==> src/rtl/sam_pkg.sv <==
package sam_pkg;
  localparam int ADDR_W  = 7;
  localparam int MSK_W   = 3;
  localparam int REG_W   = 32;
  localparam int ADDR_LO = 1;
  localparam int MSK_LO  = 8;
  localparam int EN_BIT  = 15;
  localparam int RSV_W   = 4;

  typedef struct packed {
    logic              en;
    logic [MSK_W-1:0]  code;
    logic [ADDR_W:1]   addr;
  } sam_cfg_t;
endpackage

==> src/rtl/sam_cfg_reg.sv <==
module sam_cfg_reg
  import sam_pkg::*;
(
  input  logic             clk,
  input  logic             rst_n,
  input  logic             wr_en,
  input  logic [REG_W-1:0] wr_data,
  output sam_cfg_t         cfg,
  output logic [REG_W-1:0] rd_data
);
  sam_cfg_t cfg_q;

  // Address and mask are frozen while enabled; enable always writable.
  always_ff @(posedge clk or negedge rst_n) begin
    if (!rst_n) begin
      cfg_q <= '0;
    end else if (wr_en) begin
      cfg_q.en <= wr_data[EN_BIT];
      if (!cfg_q.en) begin
        cfg_q.addr <= wr_data[ADDR_LO +: ADDR_W];
        cfg_q.code <= wr_data[MSK_LO +: MSK_W];
      end
    end
  end

  always_comb begin
    rd_data                    = '0;
    rd_data[ADDR_LO +: ADDR_W] = cfg_q.addr;
    rd_data[MSK_LO +: MSK_W]   = cfg_q.code;
    rd_data[EN_BIT]            = cfg_q.en;
  end

  assign cfg = cfg_q;
endmodule

==> src/rtl/sam_mask_cmp.sv <==
module sam_mask_cmp
  import sam_pkg::*;
(
  input  logic [ADDR_W:1]  own,
  input  logic [MSK_W-1:0] code,
  input  logic [ADDR_W:1]  rx,
  output logic             match
);
  logic [ADDR_W:1] hit;

  // Bit g takes part in the comparison only when g exceeds the mask code.
  for (genvar g = 1; g <= ADDR_W; g++) begin : g_bit
    assign hit[g] = (code >= MSK_W'(g)) || (rx[g] == own[g]);
  end

  assign match = &hit;
endmodule

==> src/rtl/sam_rsvd_check.sv <==
module sam_rsvd_check
  import sam_pkg::*;
(
  input  logic [ADDR_W:1]  rx,
  input  logic [MSK_W-1:0] code,
  output logic             block
);
  logic [RSV_W-1:0] top;
  assign top   = rx[ADDR_W -: RSV_W];
  assign block = (code != '0) && ((top == '0) || (top == '1));
endmodule

==> src/rtl/sam_matcher.sv <==
module sam_matcher
  import sam_pkg::*;
(
  input  logic              clk,
  input  logic              rst_n,
  input  logic              cfg_wr_en,
  input  logic [REG_W-1:0]  cfg_wr_data,
  output logic [REG_W-1:0]  cfg_rd_data,
  input  logic              addr_valid,
  input  logic [ADDR_W:1]   addr_in,
  output logic              dec_valid,
  output logic              dec_ack,
  output logic              dec_match
);
  sam_cfg_t cfg;
  logic     cmp_hit;
  logic     rsv_block;

  sam_cfg_reg u_cfg (
    .clk     (clk),
    .rst_n   (rst_n),
    .wr_en   (cfg_wr_en),
    .wr_data (cfg_wr_data),
    .cfg     (cfg),
    .rd_data (cfg_rd_data)
  );

  sam_mask_cmp u_cmp (
    .own   (cfg.addr),
    .code  (cfg.code),
    .rx    (addr_in),
    .match (cmp_hit)
  );

  sam_rsvd_check u_rsv (
    .rx    (addr_in),
    .code  (cfg.code),
    .block (rsv_block)
  );

  // Decision uses the pre-write configuration because cfg is the register output.
  always_ff @(posedge clk or negedge rst_n) begin
    if (!rst_n) begin
      dec_valid <= 1'b0;
      dec_ack   <= 1'b0;
      dec_match <= 1'b0;
    end else begin
      dec_valid <= addr_valid;
      dec_match <= addr_valid && cmp_hit;
      dec_ack   <= addr_valid && cfg.en && cmp_hit && !rsv_block;
    end
  end
endmodule

==> config.mk <==
export PLATFORM = sky130hd
export DESIGN_NAME = sam_matcher
export DESIGN_NICKNAME = d
export VERILOG_FILES = /design/src/rtl/sam_pkg.sv /design/src/rtl/sam_cfg_reg.sv /design/src/rtl/sam_mask_cmp.sv /design/src/rtl/sam_rsvd_check.sv /design/src/rtl/sam_matcher.sv
export SDC_FILE = /design/constraint.sdc
export NUM_CORES = 1
export LEC_CHECK = 0
export ABC_CLOCK_PERIOD_IN_PS = 1200
export BUFFER_PORTS_ARGS = -buffer_cell sky130_fd_sc_hd__clkbuf_2
export CAP_MARGIN = 40
export CELL_PAD_IN_SITES_DETAIL_PLACEMENT = 1
export CELL_PAD_IN_SITES_GLOBAL_PLACEMENT = 2
export CORE_MARGIN = 2
export CORE_UTILIZATION = 16
export DETAILED_ROUTE_END_ITERATION = 8
export GPL_TIMING_DRIVEN = 0
export MAX_ROUTING_LAYER = met4
export PLACE_DENSITY = 0.72
export SLEW_MARGIN = 10
export SYNTH_ARGS = -nofsm -noshare
export SYNTH_HDL_FRONTEND = slang
export SYNTH_SLANG_ARGS = --single-unit
==> constraint.sdc <==
create_clock -name clk -period 1.2 [get_ports clk]
set_input_delay 0.18 -clock clk [delete_from_list [all_inputs] [get_ports clk]]
set_output_delay 0.18 -clock clk [all_outputs]
set_load 0.005 [all_outputs]
* Yosys cells after proc, flatten, opt, wreduce, memory -nomap -nowiden *
Cells that the tools add are included.

storage, ports and cells
  bits of input ports = 43
  register bits = 14
  word-level logic and storage cells = 40

cells by class
  equality and inequality tests = 8
  reduce and logical (&&, ||, !) cells = 18
  order comparisons = 7
  bitwise operators = 1

operator list
  cell                number
  $ge 3x3->1 const B  4
  $logic_or 1x1->1    8
  $eq 1x1->1          7
  $reduce_and 7->1    1
  $ge 3x2->1 const B  2
  $logic_and 1x1->1   5
  $eq 4x4->1 const B  1
  $logic_not 4->1     1
  $ge 3x1->1 const B  1
  $reduce_bool 3->1   1
  $reduce_and 2->1    1
  $logic_not 1->1     1
  $not 1->1           1

* Logic depth before layout (Yosys ltp) *
Gate-level depths: netlist (run 1).

  depth in word-level cells = 5
  gate-level depth with buffers = 4

* Modules after synthesis *
Synthesis (run 1) repeated with hierarchy kept, for this count alone.

second synthesis, totals
  cells, all modules = 85
  area, all modules = 964.7 µm²

modules (own cells, without submodules)
  module          area each (µm²)  instances  cells an instance
  sam_cfg_reg     714.4            1          57
  sam_mask_cmp    135.1            1          19
  sam_matcher     91.3             1          5
  sam_rsvd_check  23.8             1          4

* Worst setup path before layout (run 1) *
No wires, ideal clock.

  kind = reg2reg
  start point = reg u_cfg.cfg_q (netlist bit u_cfg.cfg[0])
  end point = reg dec_ack
  clock period less this slack = 1.351 ns
  buffers on the path = 0
  cell stages (with the launch flop) = 5
  library setup time = 0.095 ns
  path slack = -0.151 ns
  arrival time = 1.256 ns
  cell sequence = dfrtp_1 -> xor2_1 -> a222oi_1 -> nand4_1 -> nor4b_2

between the ends
  word-level cells in the longest chain between the ends = 5

RTL lines
  what                             RTL line            source
  start, declared                  sam_cfg_reg.sv:11   sam_cfg_t cfg_q;
  $eq 1x1->1                       sam_mask_cmp.sv:13  assign hit[g] = (code >= MSK_W'(g)) || (rx[g] == own[g]);
  $logic_or 1x1->1                 sam_mask_cmp.sv:13
  $reduce_and 7->1                 sam_mask_cmp.sv:16  assign match = &hit;
  $logic_and 1x1->1 (2 in series)  sam_matcher.sv:50   dec_ack <= addr_valid && cfg.en && cmp_hit && !rsv_block;
  end signal, assigned             sam_matcher.sv:50
  end, declared                    sam_matcher.sv:12   output logic dec_ack,

No other way between the ends.
A chain may end at the register's enable or synchronous reset.

* Worst setup path after layout (run 1) *
  start point = reg u_cfg.cfg_q (netlist bit u_cfg.cfg[4])
  end point = reg dec_ack

Same word-level chain as after synthesis.

==> impl_metrics.tcl, run 1 <==
set metrics [dict create \
    grt.overflow.total 0 \
    yosysSeqAreaShare_pct 43.21 \
    numCtsBuffers 3 \
    synthTopCellsByArea "dfrtp_1 43%, buf_4 19%, mux2_2 15%" \
    syn_area_per_cell_sq_um 11.42 \
    worstPathArrival_ns 1.60 \
    htreeDepth 1 \
    dpl_cell_area_sq_um 1146 \
    clockRootBuffer "clkbuf_8" \
    yosys_warnings 0 \
    crit_chain "xor2_1 -> a222oi_1 -> nand4_1 -> nor4b_2" \
    cts.sinks 14 \
    fin_area_sq_um 1296 \
    async_flop_share_pct 100.0 \
    grt_antenna_before_repair 0 \
    period_share_pct 121.1 \
    io_pins 78 \
    critPathSlowestCell "dfrtp_1" \
    drt_first_pass_iters 4 \
    drv_slew 0 \
    fin_ws_ns -0.2533 \
    synth_area_sq_um 810.8 \
    initialDrtViolationCount 6 \
    finalCriticalPeriod_ns 1.453 \
    coreArea_sq_um 4817 \
    worstSetupEndpointType "flip-flop" \
    worstSetupPathType "reg -> reg" \
    drc 0 \
    synth_top_area_share_pct 43.21 \
    grt_pass1_wl_um 3332 \
    grt_max_degree 15 \
    synth_top_cell_by_area "dfrtp_1" \
    synth-seq-cells 14 \
    row_count 25 \
    wl_um 2377 \
    fillerInstances 589 \
    area_growth_syn_to_layout_pct 59.88 \
    synth_commonest_cells "21 x buf_4, 14 x dfrtp_1, 11 x mux2_2, 4 x xor2_1, 3 x xnor2_1" \
    synth_edf_count 0 \
    synthCells 71 \
    peakVddDrop_mv 0.4462 \
    die_x_um 75.19 \
    synth_ff_type "dfrtp_1" \
    setup_viol 2 \
    initial_utilization_pct 16.83 \
    synth_most_common_cell "buf_4" \
    vias 700 \
    clockBufferDepth 2 \
    power.leakage_uw 0.0006901 \
    hpwl_um 1815 \
    avgRoutedWirePerCell_um 11.71 \
    status "finished with violations" \
    drv_cap 0 \
    hold_path_class "in -> reg" \
    cts_tree "built" \
    nNetsFinal 180 \
    powerDensity_nw_per_um2 1210 \
    vias_per_cell 3.448 \
    dieArea_sq_um 5653 \
    grt_pass1_vias 702 \
    gp_congestion 0.6966 \
    clock-skew-final_ns 0.005229 \
    synth_cell_types 20 \
    violations "setup timing" \
    dp_worst_setup_slack_ns -0.2534 \
    die_h_um 75.19 \
    drive_gt1_share_pct 61.03 \
    fmax_mhz 688.1 \
    grt_setup_unrepaired "true" \
    ant_nets 0 \
    num_antenna_cells 0 \
    clk_latency_ns 0.24 \
    hold_viol_final 0 \
    clk_pin_slew_ns 0.06 \
    cp_data_required_time_ns 1.35 \
    port_buffers 35 \
    cp_max_fo 3 \
    cp-start-kind "flip-flop" \
    critPathMaxStageDelay_ns 0.40 \
    track_usage_pct 8.269 \
]
-- critical path, delay by kind of cell, from the launching register on --
family | cells | cell delay, ns
DFF | 1 | 0.40
xor gates and xnor gates | 1 | 0.15
and+or+nand+nor | 2 | 0.43
AOI/OAI and AO/OA | 1 | 0.37
-- flip-flops by register name, indices dropped and copies added (netlist names) --
| signal | cells |
|---|---|
| dec_ack | 1 |
| u_cfg.cfg | 11 |
| dec_valid | 1 |
| dec_match | 1 |
-- logic make-up after synthesis --
| family | share of synthesized area (%) |
|---|---|
| AO/OA/AOI/OAI | 5.093 |
| XOR/XNOR | 7.562 |
| buffers and inverters | 20.06 |
| flip-flops | 43.21 |
| multiplexers | 15.28 |
| other | 0.4625 |
| AND/OR/NAND/NOR | 8.333 |
-- metal layers --
| metal | GRT usage (%) | vias to the layer above | part of all wire, % |
|---|---|---|---|
| met4 | 0 | 0 | 0 |
| met3 | 2.811 | 0 | 7.7 |
| li1 | - | 332 | - |
| met2 | 15.01 | 36 | 53 |
| met5 | - | - | 0 |
| met1 | 9.408 | 332 | 40 |
-- layout by cell type (no fill, tap or decap) --
cell type / instances
a21o_2: 1
a21oi_1: 2
a222oi_1: 1
buf_4: 25
buf_6: 2
clkbuf_1: 1
clkbuf_2: 35
clkbuf_8: 3
conb_1: 21
dfrtp_1: 11
dfrtp_2: 3
dlygate4sd3_1: 1
mux2_2: 1
mux2_4: 10
nand2_1: 1
nand3_1: 1
nand4_1: 2
nor2_1: 2
nor2b_4: 1
nor3_2: 1
nor4b_2: 1
o21a_1: 1
o21ai_1: 1
or4_1: 1
xnor2_1: 3
xor2_1: 4
-- cell type report --
class	count	area, sq um	share of cell area [%]
Timing Repair Buffer	41	226.5	17.47
Clock buffer	4	45.04	3.475
Buffer	22	168.9	13.03
Sequential cell	14	354.1	27.32
Multi-Input combinational cell	55	417.9	32.24
Tap cell	67	83.83	6.467
-- what timing repair did --
item                                    CTS  global route
hold buffers                              1             0
setup buffers                             2             2
endpoints found under the setup margin   12            12
gates resized for setup                   7            11
pin swaps                                 2             3
cloned                                    1             0
hold endpoints to repair                 14             0
-- path summary, 6_finish.rpt --
check / startpoint / end / slack (ns) / depth (start not counted)
min: addr_valid / dec_valid / 0.07 / 1
max reg2reg: u_cfg.cfg[4] / dec_ack / -0.25 / 4
min in group asynchronous: rst_n / u_cfg.cfg[2] / 0.39 / 2
max: u_cfg.cfg[4] / dec_ack / -0.25 / 4
max in group asynchronous: rst_n / u_cfg.cfg[7] / 0.52 / 2
min reg2reg: u_cfg.cfg[1] / u_cfg.cfg[1] / 0.56 / 1
-- through the flow --
step | util, % | hold WS [ns] | setup TNS [ns] | instances | total power [uW]
5_1_grt | 26.91 | 0.06927 | -0.5541 | 203 | 1674
4_1_cts | 25.79 | 0.06962 | -0.4029 | 201 | 1527
2_1_floorplan | - | -0.1156 | -0.07413 | 91 | 886.3
3_5_place_dp | 23.79 | 0.1173 | -1.243 | 193 | 1076
6_report | 26.91 | 0.07409 | -0.3823 | 203 | 1569
3_3_place_gp | 23.79 | 0.1069 | -0.9695 | 193 | 1058
-- power breakdown --
group          internal (uW)  switching (uW)  leakage (uW)
Clock                    235             168     0.0000228
Combinational            321             197      0.000503
Sequential               554            94.9      0.000165
Total                   1110             460      0.000690
(Power assumes the default switching activity.)
==> run 2, diff against run 1 <==
ABC_CLOCK_PERIOD_IN_PS = 1400   (was 1200)
CORE_UTILIZATION = 18   (was 16)
PLACE_DENSITY = 0.77   (was 0.72)
clock period = 1.4 ns   (was 1.2 ns; I/O delays follow)
==> run 2 against run 1 <==
Net effect:
- largest power group unchanged
- via count fell by 1.3%
- sequential cell count did not move
- largest cell class unchanged
- register-to-register slack improved by 0.26 ns
- sequential power fell by 15%
- total power fell by 21%
- clock power fell by 20%
- the flow now finishes without violations
- hold slack improved by 0.041 ns
- critical endpoint unchanged
==> impl_metrics.tcl, run 2 (synthesis gave the netlist of run 1 again) <==
set metrics [dict create \
    status "finished clean" \
    pwr-share-comb_pct 30.3 \
    r2r_end "dec_ack" \
    clock-skew-final_ns 0.001782 \
    die_h_um 71.12 \
    p_int_uw 888.9 \
    cp_max_fo 2 \
    io_pins 78 \
    cts_tree "built" \
    clk_latency_ns 0.24 \
    cp-start-kind "flip-flop" \
    crit_start "u_cfg.cfg[0]" \
    worstSetupEndpointType "flip-flop" \
    port_buffers 35 \
    grt_setup_unrepaired "true" \
    area_growth_syn_to_layout_pct 47.53 \
    wl_um 2021 \
    final_common_cell "clkbuf_2" \
    fin_ws_ns 0.008268 \
    power.switching_uw 357.1 \
    powerDensity_nw_per_um2 1042 \
    grt_pass1_vias 741 \
    htreeDepth 1 \
    coreArea_sq_um 4354 \
    avgRoutedWirePerCell_um 10.98 \
    nNetsFinal 177 \
    report.power.total_uw 1246 \
    clk_pin_slew_ns 0.06 \
    power.leakage_uw 0.0006303 \
    drv_cap 0 \
    drive_gt1_share_pct 59.85 \
    grt_max_degree 15 \
    track_usage_pct 8.697 \
    clkPwrFrac_pct 25.7 \
    finalCriticalPeriod_ns 1.392 \
    initial_utilization_pct 18.62 \
    worstPathArrival_ns 1.54 \
    num_antenna_cells 0 \
    die_x_um 71.12 \
    numCtsBuffers 3 \
    hold_viol_final 0 \
    mostFrequentLayoutCells "35 x clkbuf_2, 23 x buf_4, 21 x conb_1" \
    worst_r2r_path_depth 4 \
    worstSetupPathType "reg -> reg" \
    setup_viol 0 \
    p_sw_share_pct 28.66 \
    hold_path_class "in -> reg" \
    initialDrtViolationCount 4 \
    drc 0 \
    r2r_slack_ns 0.008 \
    drv_slew 0 \
    setup.worst_path.end "dec_ack" \
    grt_antenna_before_repair 0 \
    grt_pass1_wl_um 3339 \
    r2r-start "u_cfg.cfg[0]" \
    vias_per_cell 3.755 \
    dieArea_sq_um 5057 \
    largest_reg_flops 11 \
    peakVddDrop_mv 0.2456 \
    pwr-share-seq_pct 44.1 \
    dp_worst_setup_slack_ns -0.08798 \
    clockRootBuffer "clkbuf_8" \
    ant_nets 0 \
    drt_first_pass_iters 4 \
    cp_data_required_time_ns 1.55 \
    vias 691 \
    clockBufferDepth 2 \
    row_count 24 \
    period_share_pct 99.41 \
    gp_congestion 0.6472 \
    fmax_mhz 718.5 \
    cts.sinks 14 \
    grt.overflow.total 0 \
]
==> run 2: what timing repair did <==
action / in CTS / in global routing
setup endpoints to repair: 1 / 1
pin swaps: 4 / 3
hold endpoints to repair: 14 / 0
gates resized for setup: 2 / 1
hold buffers: 1 / 0
buffers inserted: 2 / 0
==> run 2: worst min-delay path by stage <==
stage	startpoint	to	cells past startpoint
2_1_floorplan	rst_n	dec_ack	0
3_3_place_gp	rst_n	dec_valid	1
3_5_place_dp	rst_n	dec_ack	1
4_1_cts	addr_valid	dec_valid	1
5_1_grt	addr_valid	dec_valid	1
6_report	addr_valid	dec_valid	1
==> run 2: power by group through the flow <==
stage	clock network (uW)	logic, uW	registers (uW)
final	320	377	549
after global routing	363	415	563
after CTS	346	384	551
after detailed placement	0	360	559
after global placement	0	354	551
after floorplan	0	211	548
==> run 2: per-layer routing <==
layer  track usage (%)  up-vias  part of all wire [%]
li1                  -      330                     -
met1             8.722      323                    36
met2             16.51       38                    55
met3             2.564        0                   8.6
met4             1.887        0                     0
met5                 -        -                     0
==> run 2: area by class of cell <==
| class | instances | area, sq um |
|---|---|---|
| flip-flops and latches | 14 | 354.1 |
| multi-input cells | 55 | 372.9 |
| plain buffers | 22 | 162.7 |
| well taps | 52 | 65.06 |
| clock buffers | 3 | 41.29 |
| fillers | 527 | 3158 |
| repair buffers | 38 | 200.2 |
==> run 2: critical path, cell delays in order (launching register included) <==
cell      delay (ns)
dfrtp_1         0.38
xor2_1          0.16
a222oi_1        0.35
nand4_1         0.18
nor4b_2         0.23
==> run 2: stage by stage <==
| step | hold slack (ns) | util (%) | setup TNS [ns] | instances | instance area, sq um |
|---|---|---|---|---|---|
| floorplan | -0.08559 | - | 0 | 91 | 885.9 |
| global placement | 0.1462 | 25.86 | -0.04165 | 178 | 1126 |
| detailed placement | 0.1453 | 25.86 | -0.08798 | 178 | 1126 |
| CTS | 0.1088 | 27.44 | -0.08667 | 184 | 1195 |
| global route | 0.1079 | 27.47 | -0.06081 | 184 | 1196 |
| finish | 0.1147 | 27.47 | 0 | 184 | 1196 |
